File: src/rtl/pfd_pkg.sv
package pfd_pkg;

    typedef enum logic [1:0] {
        PD_IDLE = 2'd0,
        PD_REF_LEAD = 2'd1,
        PD_DIV_LEAD = 2'd2,
        PD_HOLD = 2'd3
    } pd_state_e;

    typedef struct packed {
        logic up;
        logic dn;
    } pump_req_t;

    function automatic logic [2:0] norm_mag(input logic [1:0] code);
        return code[1] ? 3'd1 : 3'd2;
    endfunction

    function automatic logic [2:0] fast_mag(input logic [1:0] code);
        logic [2:0] m;
        case (code)
            2'b00: m = 3'd2;
            2'b01: m = 3'd4;
            2'b10: m = 3'd3;
            default: m = 3'd4;
        endcase
        return m;
    endfunction

endpackage

File: src/rtl/pfd_core.sv
module pfd_core #(
    parameter int MIN_W = 3,
    parameter int CNT_W = 8
) (
    input  logic                  clk,
    input  logic                  rst,
    input  logic                  pwr_on,
    input  logic                  ref_tick,
    input  logic                  div_tick,
    output pfd_pkg::pump_req_t    req,
    output logic                  cmp_done,
    output logic [CNT_W-1:0]      err_w
);
    import pfd_pkg::*;

    localparam int HOLD_W = (MIN_W < 2) ? 1 : $clog2(MIN_W);
    localparam logic [HOLD_W-1:0] HOLD_LOAD = HOLD_W'(MIN_W - 1);
    localparam logic [CNT_W-1:0] CNT_MAX = {CNT_W{1'b1}};

    pd_state_e state_q;
    logic [HOLD_W-1:0] hold_q;
    logic [CNT_W-1:0] cnt_q;

    always_ff @(posedge clk) begin
        if (rst || !pwr_on) begin
            state_q  <= PD_IDLE;
            hold_q   <= '0;
            cnt_q    <= '0;
            cmp_done <= 1'b0;
            err_w    <= '0;
        end else begin
            cmp_done <= 1'b0;
            case (state_q)
                PD_IDLE: begin
                    if (ref_tick && div_tick) begin
                        state_q  <= PD_HOLD;
                        hold_q   <= HOLD_LOAD;
                        cmp_done <= 1'b1;
                        err_w    <= '0;
                    end else if (ref_tick) begin
                        state_q <= PD_REF_LEAD;
                        cnt_q   <= CNT_W'(1);
                    end else if (div_tick) begin
                        state_q <= PD_DIV_LEAD;
                        cnt_q   <= CNT_W'(1);
                    end
                end
                PD_REF_LEAD, PD_DIV_LEAD: begin
                    if ((state_q == PD_REF_LEAD && div_tick) ||
                        (state_q == PD_DIV_LEAD && ref_tick)) begin
                        state_q  <= PD_HOLD;
                        hold_q   <= HOLD_LOAD;
                        cmp_done <= 1'b1;
                        err_w    <= cnt_q;
                    end else if (cnt_q != CNT_MAX) begin
                        cnt_q <= cnt_q + 1'b1;
                    end
                end
                default: begin
                    if (hold_q == '0) begin
                        state_q <= PD_IDLE;
                    end else begin
                        hold_q <= hold_q - 1'b1;
                    end
                end
            endcase
        end
    end

    always_comb begin
        req.up = (state_q == PD_REF_LEAD) || (state_q == PD_HOLD);
        req.dn = (state_q == PD_DIV_LEAD) || (state_q == PD_HOLD);
    end

endmodule

File: src/rtl/pfd_fast_gate.sv
module pfd_fast_gate (
    input  logic               clk,
    input  logic               rst,
    input  logic               fast_req,
    input  pfd_pkg::pump_req_t req_n,
    output pfd_pkg::pump_req_t req_f
);
    logic fast_q;

    always_ff @(posedge clk) begin
        if (rst) begin
            fast_q <= 1'b0;
        end else if (!req_n.up && !req_n.dn) begin
            fast_q <= fast_req;
        end
    end

    always_comb begin
        req_f.up = req_n.up && fast_q;
        req_f.dn = req_n.dn && fast_q;
    end

endmodule

File: src/rtl/pfd_lock_meter.sv
module pfd_lock_meter #(
    parameter int CNT_W    = 8,
    parameter int LOCK_THR = 6
) (
    input  logic             clk,
    input  logic             rst,
    input  logic             cmp_done,
    input  logic [CNT_W-1:0] err_w,
    output logic             in_lock
);
    localparam logic [CNT_W-1:0] THR = CNT_W'(LOCK_THR);

    always_ff @(posedge clk) begin
        if (rst) begin
            in_lock <= 1'b1;
        end else if (cmp_done) begin
            in_lock <= (err_w < THR);
        end
    end

endmodule

File: src/rtl/dual_pfd_lock.sv
module dual_pfd_lock #(
    parameter int MIN_W    = 3,
    parameter int CNT_W    = 8,
    parameter int LOCK_THR = 6
) (
    input  logic       clk,
    input  logic       rst,
    input  logic       pwr_on,
    input  logic       ref_tick,
    input  logic       div_tick,
    input  logic       fast_req,
    input  logic       lock_en,
    input  logic [1:0] cur_code,
    output logic       up_n,
    output logic       dn_n,
    output logic       up_f,
    output logic       dn_f,
    output logic [2:0] mag_n,
    output logic [2:0] mag_f,
    output logic       lock
);
    import pfd_pkg::*;

    pump_req_t req_n;
    pump_req_t req_f;
    logic cmp_done;
    logic [CNT_W-1:0] err_w;
    logic in_lock;

    pfd_core #(.MIN_W(MIN_W), .CNT_W(CNT_W)) u_core (
        .clk(clk), .rst(rst), .pwr_on(pwr_on),
        .ref_tick(ref_tick), .div_tick(div_tick),
        .req(req_n), .cmp_done(cmp_done), .err_w(err_w)
    );

    pfd_fast_gate u_fast (
        .clk(clk), .rst(rst), .fast_req(fast_req),
        .req_n(req_n), .req_f(req_f)
    );

    pfd_lock_meter #(.CNT_W(CNT_W), .LOCK_THR(LOCK_THR)) u_lock (
        .clk(clk), .rst(rst), .cmp_done(cmp_done),
        .err_w(err_w), .in_lock(in_lock)
    );

    always_comb begin
        up_n  = req_n.up;
        dn_n  = req_n.dn;
        up_f  = req_f.up;
        dn_f  = req_f.dn;
        mag_n = norm_mag(cur_code);
        mag_f = fast_mag(cur_code);
        lock  = lock_en ? in_lock : 1'b1;
    end

endmodule

File: config.mk
export PLATFORM = sky130hd
export DESIGN_NAME = dual_pfd_lock
export DESIGN_NICKNAME = d
export VERILOG_FILES = /design/src/rtl/pfd_pkg.sv /design/src/rtl/pfd_core.sv /design/src/rtl/pfd_fast_gate.sv /design/src/rtl/pfd_lock_meter.sv /design/src/rtl/dual_pfd_lock.sv
export SDC_FILE = /design/constraint.sdc
export NUM_CORES = 1
export LEC_CHECK = 0
export ABC_AREA = 0
export BUFFER_PORTS_ARGS = -buffer_cell sky130_fd_sc_hd__buf_4
export CAP_MARGIN = 5
export CORE_MARGIN = 2
export CORE_UTILIZATION = 60
export CTS_BUF_LIST = sky130_fd_sc_hd__clkbuf_4
export DETAILED_ROUTE_END_ITERATION = 6
export PLACE_DENSITY = 0.83
export SKIP_CTS_REPAIR_TIMING = 1
export SLEW_MARGIN = 20
export SYNTH_ARGS = -nofsm -noshare
export SYNTH_HDL_FRONTEND = slang
export SYNTH_HIERARCHICAL = 1
export SYNTH_SLANG_ARGS = --single-unit
File: constraint.sdc
create_clock -name clk -period 3.38 [get_ports clk]
set_input_delay 0.169 -clock clk [delete_from_list [all_inputs] [get_ports clk]]
set_output_delay 0.169 -clock clk [all_outputs]
set_load 0.03 [all_outputs]
==> metrics.cfg, run 1 <==
[pwr]
cellLeakagePower_uw=0.000588
p_per_area_mw_per_mm2=447
ir_drop_mv=0.287

[routing]
detail_route.first_pass.iterations=5
viasPerCell=6.27
drtIter0Drc=51
ant_nets=0
totalWireLength_um=3060
wl_per_cell_um=16.3
vias=1172
drc=0

[grt]
antenna_found_initial=0
grt_pass1_wl_um=4990
grt_pass1_vias=1141
grt_max_degree=18
grt_use_total=0.257
grt_overflow_total=0

[synthesis]
syn_avg_cell_area_sq_um=9.12
synth_fp_nets=163
yosys_warnings=6
netlist_instances=147
netlist_area_sq_mm=0.00134

[sta]
tns_ns=0
hold_viol=0
min_period_ns=2.16
drv_slew=0
fin_crit_sh=0.638
worstMarginPinSlew_ns=0.538
rsz0062_at_grt=no
finalSetupViolCount=0
slew_headroom=0.641
clock.fmax_ghz=0.464
skew_ns=0.00766

[die]
die-area_sq_mm=0.00263
die_w_um=51.3
dieHeight_um=51.3
start_util=0.618
num_rows=17
pin_count=20
core_area_sq_mm=0.00217

[clocking]
path_clk_slew_ns=0.13
clk_latency_ns=0.32
cts_sinks=22
numCtsBuffers=3
clk_path_buf_depth=2
cts_root_buf=clkbuf_4
cts_tree=built
htreeDepth=1

[final_layout]
fin_nets=176
areaGrowthSynthToFinish_pct=11.0
multiInputGateArea_sq_um=791
seq_area_sq_um=440
stdcell_area_sq_mm=0.00149
layout-drive-gt1-share=0.226
fillers=185
n_antenna_cell=0

[placement]
dp_hpwl_um=2200
gp_congestion=0.860
io_buffers=18
dpl-instance-area_sq_mm=0.00144

[critical_path]
rr_endpoint=u_core/hold_q[1]
r2r-start=u_core/state_q[1]
reg2reg_slack_ns=1.22
critPathKind=register to register
startpoint=u_core/state_q[1]
worstPathArrival_ns=2.39
cp_top_family=compound AO/OA/AOI/OAI gates
cp-start-kind=register
path_buf_inv=1
cp-endpoint=u_core/hold_q[1]
slowest_stage=ha_1
critPathMaxFanout=17
worstPathRequired_ns=3.61
cpPeakStageDelay_ns=0.63
cp_num_cells=6
endpoint_kind=register
crit_chain=inv_1, ha_1, nor3b_1, a221oi_1, nor2_1, a311oi_1
rr_worst_depth=6

[job]
maxCapViolCount=0

[hold_path]
min_path_type=input port to register

[run_status]
status=completed

## area by class of cell
| class | instances | area share |
|---|---|---|
| multi-input combinational | 106 | 0.532 |
| sequential | 22 | 0.296 |
| timing repair buffer | 18 | 0.0908 |
| tap | 28 | 0.0235 |
| inverter | 9 | 0.0227 |
| clock inverter | 1 | 0.0202 |
| clock buffer | 3 | 0.0151 |
## power breakdown
part	total [uW]	internal, uW	leakage (uW)	switching [uW]
clock network	203	120	0.0000279	82.8
logic	187	73.6	0.000382	114
registers	275	267	0.000178	7.58
## registers in the layout (all words and copies together) (netlist names)
name and flops:
u_core/cmp_done 1, u_core/cnt_q 8, u_core/err_w 7, u_core/hold_q 2, u_core/state_q 2, u_fast/fast_q 1, u_lock/in_lock 1
## worst min path at each step
| stage | slack [ns] | to | depth (start not counted) | startpoint |
|---|---|---|---|---|
| after floorplan | 0.24 | u_fast/fast_q | 1 | rst |
| after global placement | 0.36 | u_fast/fast_q | 2 | rst |
| after detailed placement | 0.37 | u_fast/fast_q | 2 | rst |
| after CTS | 0.02 | u_fast/fast_q | 2 | rst |
| after global routing | 0.02 | u_fast/fast_q | 2 | rst |
| final | 0.03 | u_fast/fast_q | 2 | rst |
## worst reg2reg max path, cell delays in order (launching register included)
cell and delay, ns:
dfxtp_1 0.44, inv_1 0.09, ha_1 0.63, nor3b_1 0.12, a221oi_1 0.45, nor2_1 0.08
a311oi_1 0.27
## layer usage
layer	global-route usage	vias to the layer above	share of wire
met3	0.0351	6	0.059
li1	-	565	-
met1	0.289	546	0.42
met5	0	-	0
met4	0.167	0	0.026
met2	0.452	55	0.49
## cells in the final DEF, fill, tap and decap left out, types with 2 or more instances in the layout
cell and count:
a211oi_1 4, a21oi_1 7, a22o_1 6, a22o_2 2, a32o_1 3, buf_4 18, clkbuf_4 3, dfxtp_1 22
ha_1 7, inv_1 9, nand2_1 10, nand2b_1 5, nand3_1 9, nor2_1 6, nor2b_1 4, nor3_1 6
o21a_1 2, o21ai_0 5, or2_2 2, or3b_1 2
## through the flow
| stage | setup slack, ns | util | hold WS [ns] | power [uW] | cells |
|---|---|---|---|---|---|
| 2_1_floorplan | 1.69 | - | 0.238 | 436 | 147 |
| 3_3_place_gp | 1.36 | 0.661 | 0.355 | 458 | 183 |
| 3_5_place_dp | 1.26 | 0.661 | 0.367 | 465 | 183 |
| 4_1_cts | 1.23 | 0.686 | 0.0240 | 669 | 187 |
| 5_1_grt | 1.00 | 0.686 | 0.0247 | 697 | 187 |
| 6_report | 1.22 | 0.686 | 0.0293 | 665 | 187 |
Power figures use the tool's default switching activity.
==> run 2, diff against run 1 <==
Settings changed: CORE_UTILIZATION 60 to 53, PLACE_DENSITY 0.83 to 0.78.
Clock period 3.38 ns to 1.95 ns, I/O delays scaled along.
==> metrics.cfg, run 2 (synthesis results as in run 1) <==
[placement]
place_ws_ns=0.114  ; -1.14 ns
dp_hpwl_um=2080  ; -5.5%
io_buffers=18  ; unchanged
gp_congestion=0.826  ; -4.0%

[routing]
dr_wl_met3_um=165  ; -8.3%
wl_per_cell_um=14.5  ; -11%
drtIter0Drc=49  ; -3.9%
detail_route.first_pass.iterations=4  ; -1
totalWireLength_um=2810  ; -8.0%
top_layer=met4
dr_wl_met2_um=1300  ; -14%
vias=1150  ; -1.9%
viasPerCell=5.93  ; -5.4%
drc=0  ; unchanged
ant_nets=0  ; unchanged
met1_length_um=1310  ; +1.7%

[grt]
grt_max_degree=14  ; -4
antenna_found_initial=0  ; unchanged
grt_pass1_vias=1034  ; -9.4%
grt_overflow_total=0  ; unchanged
grt_pass1_wl_um=4520  ; -9.4%
grt_use_total=0.210  ; -0.0469

[sta]
tns_ns=0  ; unchanged
drv_slew=0  ; unchanged
hold_viol=0  ; unchanged
rsz0062_at_grt=no
fin_crit_sh=0.958  ; +0.320
finalSetupViolCount=0  ; unchanged
worstMarginPinSlew_ns=0.519  ; -0.0190 ns
skew_ns=0.00257  ; -0.00509 ns
slew_headroom=0.653  ; +0.0120
layout_setup_ws_ns=0.0822  ; -1.14 ns
min_period_ns=1.87  ; -0.289 ns
clock.fmax_ghz=0.535  ; +15%

[pwr]
switching_share=0.301  ; -0.00588
p_sw_uw=352  ; +72%
pwr-share-comb=0.298  ; +0.016
ir_drop_mv=0.766  ; +170%
intPower_uw=815  ; +77%
seqPwrFrac=0.404  ; -0.009
cellLeakagePower_uw=0.000612  ; +4.1%
p_per_area_mw_per_mm2=761  ; +70%
clockPowerShare=0.298  ; -0.007

[job]
maxCapViolCount=0  ; unchanged

[final_layout]
largest_reg_flops=8  ; unchanged
layout-drive-gt1-share=0.250  ; +0.0236
areaGrowthSynthToFinish_pct=14.4
layout_common_cells=buf_4 (22), dfxtp_1 (22), nand2_1 (10), inv_1 (9), nand3_1 (9)
fin_nets=181  ; +2.8%
n_antenna_cell=0  ; unchanged
largest_register=u_core/cnt_q
top_regs=u_core/cnt_q: 8 flops, u_core/err_w: 7 flops

[clocking]
htreeDepth=1  ; unchanged
cts_root_buf=clkbuf_4
cts_tree=built
numCtsBuffers=3  ; unchanged
clk_path_buf_depth=2  ; unchanged
path_clk_slew_ns=0.12  ; about the same
cts_sinks=22  ; unchanged
clk_latency_ns=0.31  ; about the same

[die]
start_util=0.551  ; -0.0667
die-area_sq_mm=0.00295  ; +12%
die_w_um=54.3  ; +5.9%
dieHeight_um=54.3  ; +5.9%
core_area_sq_mm=0.00243  ; +12%
num_rows=18  ; +1
pin_count=20  ; unchanged

[run_status]
status=completed

[critical_path]
critPathMaxFanout=5  ; -12
cpPeakStageDelay_ns=0.35  ; -0.28 ns
worstPathArrival_ns=2.13  ; -0.26 ns
worstPathRequired_ns=2.21  ; -1.40 ns
slowest_stage=dfxtp_1
cp-start-kind=register
crit_chain=buf_4, ha_1, a22oi_4, o211ai_1, nor4_2, o221a_1
critPathKind=register to register
endpoint_kind=register

[hold_path]
min_path_type=input port to register

-- run 2: cell count changes in the layout (fill, tap and decap cells not counted), sizes merged --
cell / previous run / this run
buf: 18 / 22
dlygate4sd3: 0 / 1
-- run 2: worst paths after layout --
path | slack (ns) | startpoint | end | cells after the start
max | 0.08 | u_core/state_q[0] | u_core/cnt_q[5] | 6
min | 0.12 | fast_req | u_fast/fast_q | 3
max reg2reg | 0.08 | u_core/state_q[0] | u_core/cnt_q[5] | 6
min reg2reg | 0.49 | u_core/hold_q[0] | u_core/hold_q[0] | 2
-- run 2: final cells by class --
cell class / count / area [sq um]
fill: 211 / 900
timing repair buffer: 23 / 175
inverter: 9 / 33.8
sequential: 22 / 440
clock buffer: 3 / 22.5
multi-input combinational: 106 / 793
tap: 30 / 37.5
clock inverter: 1 / 30.0
-- run 2: worst max-delay path, delay by kind of cell (launching register included) --
| family | cells | cell delay [ns] |
|---|---|---|
| AND/OR/NAND/NOR | 1 | 0.32 |
| flip-flops | 1 | 0.35 |
| buffers and inverters | 1 | 0.15 |
| adder cells (fa/ha/maj) | 1 | 0.26 |
| AO/OA/AOI/OAI | 3 | 0.74 |
-- run 2: power groups by stage --
stage	Clock, uW	Combinational [uW]	Sequential, uW
5_1_grt	376	379	473
6_report	347	348	472
4_1_cts	357	341	471
2_1_floorplan	0	274	482
3_3_place_gp	0	327	480
3_5_place_dp	0	339	482
-- run 2: layer usage --
| metal | GRT usage | vias up |
|---|---|---|
| met3 | 0.0574 | 8 |
| met1 | 0.273 | 527 |
| met2 | 0.351 | 38 |
| met5 | 0 | - |
| met4 | 0.0375 | 0 |
| li1 | - | 577 |
-- run 2: metrics by stage --
step / instance area, sq um / power [uW] / std cells / utilization / hold WS (ns)
after floorplan: 1340 / 756 / 147 / - / 0.167
after global placement: 1470 / 807 / 189 / 0.603 / 0.288
after detailed placement: 1470 / 821 / 189 / 0.603 / 0.287
after CTS: 1520 / 1170 / 193 / 0.625 / -0.0519
after global routing: 1530 / 1230 / 194 / 0.630 / 0.122
final: 1530 / 1170 / 194 / 0.630 / 0.121
==> run 3, diff against run 2 <==
Settings changed: CORE_UTILIZATION 53 to 52, PLACE_DENSITY 0.78 to 0.77, SYNTH_HIERARCHICAL 1 to unset.
==> metrics.cfg, run 3 <==
[run_status]
status=completed

[synthesis]
yosysTopAreaCellShare=0.352
syn_avg_cell_area_sq_um=8.45  ; -7.3%
netlist_area_sq_mm=0.00125  ; -6.6%
synthTopCellsByCount=dfxtp_1 (22), a21oi_1 (13), nand2b_1 (12), nand3_1 (11), inv_1 (8)
synth_top_area_cell=dfxtp_1
yosysUniqueCellTypes=42
yosys_warnings=0  ; -6
synth-main-ff-cell=dfxtp_1
netlist_instances=148  ; +0.68%
yosysMostFrequentCell=dfxtp_1
yosys-top-cells-area=dfxtp_1 (35%), ha_1 (7.0%), nand2b_1 (6.0%), a21oi_1 (5.2%), a32o_1 (4.8%)
seq_area_frac_synth=0.352
async_flop_share=0
ys_ff_latch=22
synth_edf_count=0
synth_fp_nets=164  ; +0.61%

[hold_path]
min_path_type=input port to register
hp-start=fast_req
min_to=u_fast.fast_q
min_path_cells=3  ; unchanged

[final_layout]
layout_common_cells=buf_4 (28), dfxtp_1 (20), a21oi_1 (13), nand2b_1 (12), nand3_1 (11)
instances_no_fill=199  ; +2.6%
areaGrowthSynthToFinish_pct=23.2
fillers=196  ; -7.1%
largest_register=u_core.cnt_q
top_regs=u_core.cnt_q: 8 flops, u_core.err_w: 7 flops
stdcell_area_sq_mm=0.00154  ; +0.57%
layout-drive-gt1-share=0.251  ; +0.00146
fin_nets=188  ; +3.9%
largest_reg_flops=8  ; unchanged
n_antenna_cell=0  ; unchanged
final_common_cell=buf_4

[grt]
grt_use_total=0.220  ; +0.00920
grt_overflow_total=0  ; unchanged
grt_max_degree=21  ; +7
grt_pass1_vias=1039  ; +0.48%
antenna_found_initial=0  ; unchanged
grt_pass1_wl_um=4480  ; -0.91%

[critical_path]
rr_worst_depth=8  ; +2
cpPeakStageDelay_ns=0.43  ; +0.08 ns
path_buf_inv=3  ; +2
worstPathArrival_ns=2.17  ; +0.04 ns
cp_common_cell=buf_4
endpoint_kind=register
reg2reg_slack_ns=0.008  ; -0.07 ns
worstPathRequired_ns=2.18  ; -0.03 ns
critPathKind=register to register
slowest_stage=a222oi_1
rr_endpoint=u_core.hold_q[1]
critPathMaxFanout=5  ; unchanged
cp-start-kind=register
crit_chain=inv_1, ha_1, a22oi_2, buf_4, a222oi_1, buf_4, nor2_1, a311oi_1
cp_top_family=compound AO/OA/AOI/OAI gates
r2r-start=u_core.state_q[0]

[clocking]
clk_path_buf_depth=2  ; unchanged
cts_root_buf=clkbuf_4
htreeDepth=1  ; unchanged
cts_sinks=22  ; unchanged
numCtsBuffers=3  ; unchanged
path_clk_slew_ns=0.13  ; about the same
clk_latency_ns=0.31  ; about the same
cts_tree=built

[pwr]
ir_drop_mv=0.627  ; -18%
p_sw_uw=357  ; +1.7%
cellLeakagePower_uw=0.000591  ; -3.4%
clockPowerShare=0.300  ; +0.002
pwr-share-comb=0.303  ; +0.005
seqPwrFrac=0.397  ; -0.007
switching_share=0.300  ; -0.00153
intPower_uw=835  ; +2.4%
p_per_area_mw_per_mm2=773  ; +1.6%

[sta]
finalSetupViolCount=0  ; unchanged
min_period_ns=1.94  ; +0.0745 ns
hold_viol=0  ; unchanged
skew_ns=0.00380  ; +0.00124 ns
worstMarginPinSlew_ns=0.781  ; +0.262 ns
drv_slew=0  ; unchanged
fin_crit_sh=0.996  ; +0.0382
layout_setup_ws_ns=0.00776  ; -0.0745 ns
clock.fmax_ghz=0.515  ; -3.8%
slew_headroom=0.479  ; -0.174

[placement]
dp_hpwl_um=2060  ; -0.81%
place_ws_ns=-0.0177  ; -0.132 ns
gp_congestion=0.840  ; +1.7%
dp_cells=192  ; +1.6%
io_buffers=18  ; unchanged
dpl-instance-area_sq_mm=0.00144  ; -2.2%

[routing]
wl_per_cell_um=14.7  ; +1.1%
ant_nets=0  ; unchanged
viasPerCell=6.07  ; +2.3%
drtIter0Drc=38  ; -22%
totalWireLength_um=2920  ; +3.7%
vias=1207  ; +5.0%
drc=0  ; unchanged
detail_route.first_pass.iterations=4  ; unchanged

[die]
pin_count=20  ; unchanged
dieHeight_um=53.1  ; -2.3%
core_area_sq_mm=0.00223  ; -8.2%
start_util=0.560  ; +0.00930
die_w_um=53.1  ; -2.3%
die-area_sq_mm=0.00281  ; -4.5%
num_rows=17  ; -1

[job]
maxCapViolCount=0  ; unchanged

[run 3: power groups by stage]
stage / Sequential (uW) / Clock (uW) / Combinational [uW]
final: 474 / 357 / 361
after global routing: 475 / 375 / 389
after CTS: 472 / 360 / 324
after detailed placement: 482 / 0 / 321
after global placement: 481 / 0 / 315
after floorplan: 480 / 0 / 222
[run 3: how the worst max path moves through the flow]
stage,start,end,slack [ns],cells after the start
2_1_floorplan,u_core.state_q[0],u_core.cnt_q[0],0.07,7
3_3_place_gp,u_core.state_q[0],u_core.cnt_q[0],0.06,6
3_5_place_dp,u_core.state_q[0],u_core.cnt_q[0],-0.02,6
4_1_cts,u_core.state_q[0],u_core.cnt_q[0],-0.07,6
5_1_grt,u_core.state_q[0],u_core.hold_q[1],-0.03,8
6_report,u_core.state_q[0],u_core.hold_q[1],0.008,8
[run 3: routing by layer]
| metal | wire length, um | vias up | track usage |
|---|---|---|---|
| met1 | 1270 | 562 | 0.257 |
| met4 | 29 | 0 | 0.0641 |
| li1 | - | 596 | - |
| met3 | 139 | 6 | 0.0339 |
| met5 | 0 | - | 0 |
| met2 | 1480 | 43 | 0.406 |
[run 3: final cells by class]
cell class | count | area [sq um] | share of cell area
multi-input cells | 108 | 761 | 0.494
flip-flops and latches | 22 | 443 | 0.287
repair buffers | 29 | 220 | 0.143
well taps | 28 | 35.0 | 0.0227
clock inverters | 1 | 30.0 | 0.0195
inverters | 8 | 30.0 | 0.0195
clock buffers | 3 | 22.5 | 0.0146
[run 3: cell families (layout without fill, tap and decap cells)]
logic type,Yosys count,in the layout,synth area share
AND/OR/NAND/NOR,59,59,0.269
AO/OA/AOI/OAI,40,40,0.237
flip-flops,22,22,0.352
buffers and inverters,18,41,0.0610
adder cells (fa/ha/maj),7,7,0.0700
other,1,1,0.00300
multiplexers,1,1,0.00800
[run 3: metrics by stage]
step	util	setup TNS, ns	hold slack (ns)	power (uW)
2_1_floorplan	-	0	0.170	702
3_3_place_gp	0.643	0	0.304	796
3_5_place_dp	0.643	-0.0177	0.306	803
4_1_cts	0.666	-0.359	-0.0404	1160
5_1_grt	0.690	-0.0333	0.0570	1240
6_report	0.690	0	0.0711	1190
[run 3: worst reg2reg max path: stages (launching register included)]
cell and delay [ns]:
dfxtp_2 0.37, inv_1 0.13, ha_1 0.22, a22oi_2 0.07, buf_4 0.15, a222oi_1 0.43
buf_4 0.20, nor2_1 0.04, a311oi_1 0.24
